$ cat config.mk
export PLATFORM = sky130hd
export DESIGN_NAME = gpio_cfg_ctrl
export DESIGN_NICKNAME = d
export VERILOG_FILES = /design/src/rtl/gpio_cfg_pkg.sv /design/src/rtl/gpio_in_sync.sv /design/src/rtl/gpio_pad_decode.sv /design/src/rtl/gpio_edge_detect.sv /design/src/rtl/gpio_cfg_ctrl.sv
export SDC_FILE = /design/constraint.sdc
export NUM_CORES = 1
export LEC_CHECK = 0
export BUFFER_PORTS_ARGS = -buffer_cell sky130_fd_sc_hd__buf_2
export CAP_MARGIN = 10
export CORE_UTILIZATION = 35
export DETAILED_ROUTE_END_ITERATION = 16
export PLACE_DENSITY_LB_ADDON = 0.15
export SLEW_MARGIN = 20
export SYNTH_ARGS = -nofsm -noshare
export SYNTH_HDL_FRONTEND = slang
export SYNTH_SLANG_ARGS = --single-unit
$ cat constraint.sdc
create_clock -name clk -period 2.2 [get_ports clk]
set_input_delay 0.22 -clock clk [delete_from_list [all_inputs] [get_ports clk]]
set_output_delay 0.22 -clock clk [all_outputs]
set_load 0.05 [all_outputs]
$ cat src/rtl/gpio_cfg_pkg.sv
package gpio_cfg_pkg;

    typedef enum logic [1:0] {
        MODE_OD_RISE = 2'b00,
        MODE_OD_FALL = 2'b01,
        MODE_PUSH    = 2'b10,
        MODE_PULLUP  = 2'b11
    } port_mode_e;

    typedef enum logic [1:0] {
        SEL_DATA = 2'b00,
        SEL_MASK = 2'b01,
        SEL_PEND = 2'b10,
        SEL_CFG  = 2'b11
    } reg_sel_e;

endpackage

$ cat src/rtl/gpio_in_sync.sv
module gpio_in_sync #(
    parameter int W = 8
) (
    input  logic         clk,
    input  logic         rst_n,
    input  logic [W-1:0] pin_raw,
    output logic [W-1:0] pin_now,
    output logic [W-1:0] pin_was
);

    typedef struct packed {
        logic [W-1:0] meta;
        logic [W-1:0] now;
        logic [W-1:0] was;
    } sync_t;

    sync_t s_d, s_q;

    always_comb begin
        s_d.meta = pin_raw;
        s_d.now  = s_q.meta;
        s_d.was  = s_q.now;
    end

    always_ff @(posedge clk or negedge rst_n) begin
        if (!rst_n) s_q <= '0;
        else        s_q <= s_d;
    end

    assign pin_now = s_q.now;
    assign pin_was = s_q.was;

endmodule

$ cat src/rtl/gpio_pad_decode.sv
module gpio_pad_decode
    import gpio_cfg_pkg::*;
#(
    parameter int W = 8
) (
    input  port_mode_e   mode,
    input  logic [W-1:0] data,
    input  logic [W-1:0] mask,
    output logic [W-1:0] oe,
    output logic [W-1:0] out,
    output logic [W-1:0] pu,
    output logic         irq_en,
    output logic         fall_sel
);

    always_comb begin
        oe       = ~data;
        out      = '0;
        pu       = '0;
        irq_en   = 1'b1;
        fall_sel = 1'b0;
        case (mode)
            MODE_PUSH: begin
                // mask 0: push-pull output; mask 1: open-drain pin
                oe     = ~mask | ~data;
                out    = data & ~mask;
                irq_en = 1'b0;
            end
            MODE_PULLUP: begin
                pu       = data;
                fall_sel = 1'b1;
            end
            MODE_OD_FALL: fall_sel = 1'b1;
            default: fall_sel = 1'b0;
        endcase
    end

endmodule

$ cat src/rtl/gpio_edge_detect.sv
module gpio_edge_detect #(
    parameter int W = 8
) (
    input  logic [W-1:0] pin_now,
    input  logic [W-1:0] pin_was,
    input  logic [W-1:0] mask,
    input  logic         irq_en,
    input  logic         fall_sel,
    output logic [W-1:0] hit
);

    logic [W-1:0] rise, fall;

    always_comb begin
        rise = pin_now & ~pin_was;
        fall = ~pin_now & pin_was;
        hit  = (fall_sel ? fall : rise) & mask & {W{irq_en}};
    end

endmodule

$ cat src/rtl/gpio_cfg_ctrl.sv
module gpio_cfg_ctrl
    import gpio_cfg_pkg::*;
#(
    parameter int NUM_PORTS = 4,
    parameter int PORT_W    = 8,
    localparam int CFG_W    = 2 * NUM_PORTS,
    localparam int PIDX_W   = (NUM_PORTS > 1) ? $clog2(NUM_PORTS) : 1,
    localparam int ADDR_W   = PIDX_W + 2,
    localparam int BUS_W    = (CFG_W > PORT_W) ? CFG_W : PORT_W,
    localparam int PINS     = NUM_PORTS * PORT_W
) (
    input  logic              clk,
    input  logic              rst_n,
    input  logic              bus_we,
    input  logic [ADDR_W-1:0] bus_addr,
    input  logic [BUS_W-1:0]  bus_wdata,
    output logic [BUS_W-1:0]  bus_rdata,
    input  logic [PINS-1:0]   pad_in,
    output logic [PINS-1:0]   pad_oe,
    output logic [PINS-1:0]   pad_out,
    output logic [PINS-1:0]   pad_pu,
    output logic              irq
);

    typedef struct packed {
        logic [CFG_W-1:0]                   cfg;
        logic [NUM_PORTS-1:0][PORT_W-1:0]   data;
        logic [NUM_PORTS-1:0][PORT_W-1:0]   mask;
        logic [NUM_PORTS-1:0][PORT_W-1:0]   pend;
    } regs_t;

    regs_t r_d, r_q;

    logic [CFG_W-1:0]                 cfg_q;
    logic [PINS-1:0]                  pend_q;
    logic [PINS-1:0]                  sync_now, sync_was;
    logic [NUM_PORTS-1:0][PORT_W-1:0] hit;

    reg_sel_e          sel;
    logic [PIDX_W-1:0] pidx;
    logic              port_ok;

    assign cfg_q   = r_q.cfg;
    assign pend_q  = r_q.pend;
    assign sel     = reg_sel_e'(bus_addr[ADDR_W-1 -: 2]);
    assign pidx    = bus_addr[PIDX_W-1:0];
    assign port_ok = (int'(pidx) < NUM_PORTS);

    for (genvar p = 0; p < NUM_PORTS; p++) begin : g_port
        logic irq_en, fall_sel;

        gpio_in_sync #(.W(PORT_W)) u_sync (
            .clk     (clk),
            .rst_n   (rst_n),
            .pin_raw (pad_in[p*PORT_W +: PORT_W]),
            .pin_now (sync_now[p*PORT_W +: PORT_W]),
            .pin_was (sync_was[p*PORT_W +: PORT_W])
        );

        gpio_pad_decode #(.W(PORT_W)) u_dec (
            .mode     (port_mode_e'(r_q.cfg[2*p +: 2])),
            .data     (r_q.data[p]),
            .mask     (r_q.mask[p]),
            .oe       (pad_oe[p*PORT_W +: PORT_W]),
            .out      (pad_out[p*PORT_W +: PORT_W]),
            .pu       (pad_pu[p*PORT_W +: PORT_W]),
            .irq_en   (irq_en),
            .fall_sel (fall_sel)
        );

        gpio_edge_detect #(.W(PORT_W)) u_edge (
            .pin_now  (sync_now[p*PORT_W +: PORT_W]),
            .pin_was  (sync_was[p*PORT_W +: PORT_W]),
            .mask     (r_q.mask[p]),
            .irq_en   (irq_en),
            .fall_sel (fall_sel),
            .hit      (hit[p])
        );
    end

    // Next-state: register writes, then edge hits (a hit wins over a clear)
    always_comb begin
        r_d = r_q;
        if (bus_we) begin
            case (sel)
                SEL_DATA: if (port_ok) r_d.data[pidx] = bus_wdata[PORT_W-1:0];
                SEL_MASK: if (port_ok) r_d.mask[pidx] = bus_wdata[PORT_W-1:0];
                SEL_PEND: if (port_ok) r_d.pend[pidx] = r_q.pend[pidx] & ~bus_wdata[PORT_W-1:0];
                default:  r_d.cfg = bus_wdata[CFG_W-1:0];
            endcase
        end
        for (int p = 0; p < NUM_PORTS; p++) begin
            r_d.pend[p] = r_d.pend[p] | hit[p];
        end
    end

    always_ff @(posedge clk or negedge rst_n) begin
        if (!rst_n) r_q <= '0;
        else        r_q <= r_d;
    end

    always_comb begin
        bus_rdata = '0;
        case (sel)
            SEL_DATA: if (port_ok) bus_rdata[PORT_W-1:0] = r_q.data[pidx];
            SEL_MASK: if (port_ok) bus_rdata[PORT_W-1:0] = r_q.mask[pidx];
            SEL_PEND: if (port_ok) bus_rdata[PORT_W-1:0] = r_q.pend[pidx];
            default:  bus_rdata[CFG_W-1:0] = r_q.cfg;
        endcase
    end

    assign irq = |r_q.pend;

endmodule

==> results.ini <==
[status]
status = complete, no violations

[global_routing]
grt_max_degree = 66
antenna_found_initial = 0
grt_pass1_wl_um = 42300
grt-ovfl-total = 0
grt_use_total_pct = 22.5
first_global_vias = 6467

[timing]
skew_ns = 0.0117
fin_crit_sh_pct = 98.1
maxSlewHeadroom_pct = 46.6
worst_pin_slew_ns = 0.800
finalHoldWorstSlack_ns = 0.314
drv_slew = 0
max_freq_mhz = 463
finalHoldViolCount = 0
setup_slack_ns = 0.0421
finalCriticalPeriod_ns = 2.16
final-setup-viol-count = 0

[yosys]
ys_seq_area_share_pct = 56.9
syn-num-nets = 718
synth_area_leaders = dfrtp_1 57%, mux2_2 7.2%, mux4_2 5.1%
syn_area_per_cell_um2 = 13.1
synthFlopType = dfrtp_1
ys_ff_latch = 200
synth.distinct_cells = 32
yosysTopAreaCell = dfrtp_1
yosys_warnings = 0
synth_top_area_share_pct = 56.9
synthArstFlopShare_pct = 100
post-synth-top-count-cell = dfrtp_1
synth_cells = 671
synth_area_um2 = 8790
synth_common_cells = 200 x dfrtp_1, 64 x o21ai_0, 56 x mux2_2
synth-edff-count = 0

[cells_and_area]
final_nets = 902
design_area_um2 = 11000
area_delta_synth_final_pct = 24.9
layout-drive-gt1-share_pct = 38.2
n_antenna_cell = 0
layoutNonFillerInstCount = 1192

[placement]
dp.cells = 1123
dp_hpwl_um = 20000
io_buffer_count = 151
gp_congestion = 0.857
place_ws_ns = 0.130
dpl_cell_area_um2 = 9960

[routing]
drc = 0
drt-initial-drc-count = 536
vias = 6502
wire_per_inst_um = 23.8
wirelength_um = 28400
first_pass_iters = 5
antenna_left = 0
vias_per_cell = 5.45

[pwr]
finalPower_uw = 11800
powerDensity_nw_per_um2 = 1080
p_leak_uw = 0.00491
irDropWorstVdd_uv = 526

[die]
fp.dieH_um = 160
floorplan.initialDensity_pct = 35.9
fp.dieArea_um2 = 25800
die-width_um = 160
io_pins = 152
core_um2 = 24500
rows = 57

[cts]
insertion_delay_ns = 0.44
clockBufferDepth = 2
cts-htree-levels = 4
clk_pin_slew_ns = 0.08
cts_made_buffers = 17
clkSinkCount = 200
cts_tree = yes
root_buffer = clkbuf_16

[critical_path]
arrival_ns = 1.94
crit_required_ns = 1.98
path_max_fanout = 5
cp-end-kind = output pin
worst-setup-path-type = flip-flop to output pin
crit_path_start_kind = flip-flop
reg2reg_slack_ns = 0.48

[run]
drv_cap = 0

[min_path]
hold_path_class = input pin to asynchronous set/reset pin

## cell families after synthesis
group           after synthesis  synth area share [%]
simple gates                207                  16.0
mux                         104                  17.1
flops                       200                  56.9
compound gates              112                  7.40
buf+inv                      48                  2.53
## critical path, stage by stage, from the launching register on
cell     delay [ns]
dfrtp_2        0.49
mux4_2         0.48
o22ai_1        0.19
a21oi_1        0.11
buf_4          0.23
## layout make-up
class | instances | area [um^2]
Clock buffer | 18 | 439
Clock inverter | 14 | 173
Fill cell | 2252 | 13500
Multi-Input combinational cell | 423 | 3590
Sequential cell | 200 | 5020
Tap cell | 324 | 405
Timing Repair Buffer | 213 | 1360
## worst paths after layout
path / startpoint / endpoint / cells after the start
setup / recovery: r_q[38] / bus_rdata[6] / 4
hold / removal: rst_n / g_port[0].u_sync.pin_now[0] / 2
setup reg to reg: cfg_q[2] / pend_q[11] / 4
hold reg to reg: g_port[1].u_sync.s_d[15] / g_port[1].u_sync.pin_now[7] / 0
max in group asynchronous: rst_n / r_q[60] / 3
min in group clk: bus_wdata[5] / r_q[53] / 2
## layer usage
layer | vias to the layer above | GRT usage, % | share of wire (%)
li1 | 2872 | - | -
met1 | 3366 | 31.3 | 46
met2 | 234 | 35.9 | 47
met3 | 30 | 3.72 | 5.0
met4 | 0 | 6.80 | 1.8
met5 | - | 0 | 0
## stage by stage
| stage | setup TNS (ns) | utilization, % |
|---|---|---|
| finish | 0 | 44.9 |
| global route | -0.00611 | 44.9 |
| CTS | 0 | 44.6 |
| detailed placement | 0 | 40.7 |
| floorplan | -4.31 | - |
| global placement | 0 | 40.7 |
## placed cells by master, fill, tap and decap left out, types with 2 or more instances in the layout
| cell type | n |
|---|---|
| dfrtp_1 | 190 |
| buf_2 | 146 |
| o21ai_0 | 64 |
| mux2_2 | 56 |
| dlygate4sd3_1 | 33 |
| nor3b_1 | 32 |
| and3_1 | 32 |
| and3b_1 | 32 |
| nor4b_1 | 32 |
| o31ai_1 | 32 |
| nand2_1 | 32 |
| buf_4 | 29 |
| mux4_2 | 22 |
| clkbuf_16 | 17 |
| mux2_4 | 16 |
| dfrtp_2 | 10 |
| o22ai_1 | 8 |
| nor2b_1 | 8 |
| nor2_1 | 8 |
| mux2i_1 | 7 |
| a21oi_1 | 7 |
| nor4_1 | 7 |
| nor2_2 | 6 |
| inv_6 | 4 |
| nand2b_2 | 3 |
| nand2b_1 | 3 |
| clkinv_8 | 3 |
| inv_8 | 3 |
| buf_12 | 3 |
| or2_2 | 2 |
| mux4_1 | 2 |
| nand4_1 | 2 |
| or2_1 | 2 |
| clkinv_4 | 2 |
| clkbuf_8 | 2 |
## flip-flops by register name, indices dropped and copies added (netlist names)
| register | count |
|---|---|
| r_q | 64 |
| g_port.u_sync.pin_now | 32 |
| g_port.u_sync.pin_was | 32 |
| g_port.u_sync.s_d | 32 |
| pend_q | 32 |
| cfg_q | 8 |
## what timing repair did
action	4_1_cts	5_1_grt
gates resized for setup	5	21
hold endpoints to repair	88	0
cloned	0	0
hold buffers	33	0
buffers inserted	0	4
setup endpoints to repair	6	32
## power breakdown
part	internal, uW	total (uW)	switching (uW)
registers	4280	5200	915
clock network	1660	3240	1580
logic	1210	3370	2150
(Power assumes the default switching activity.)
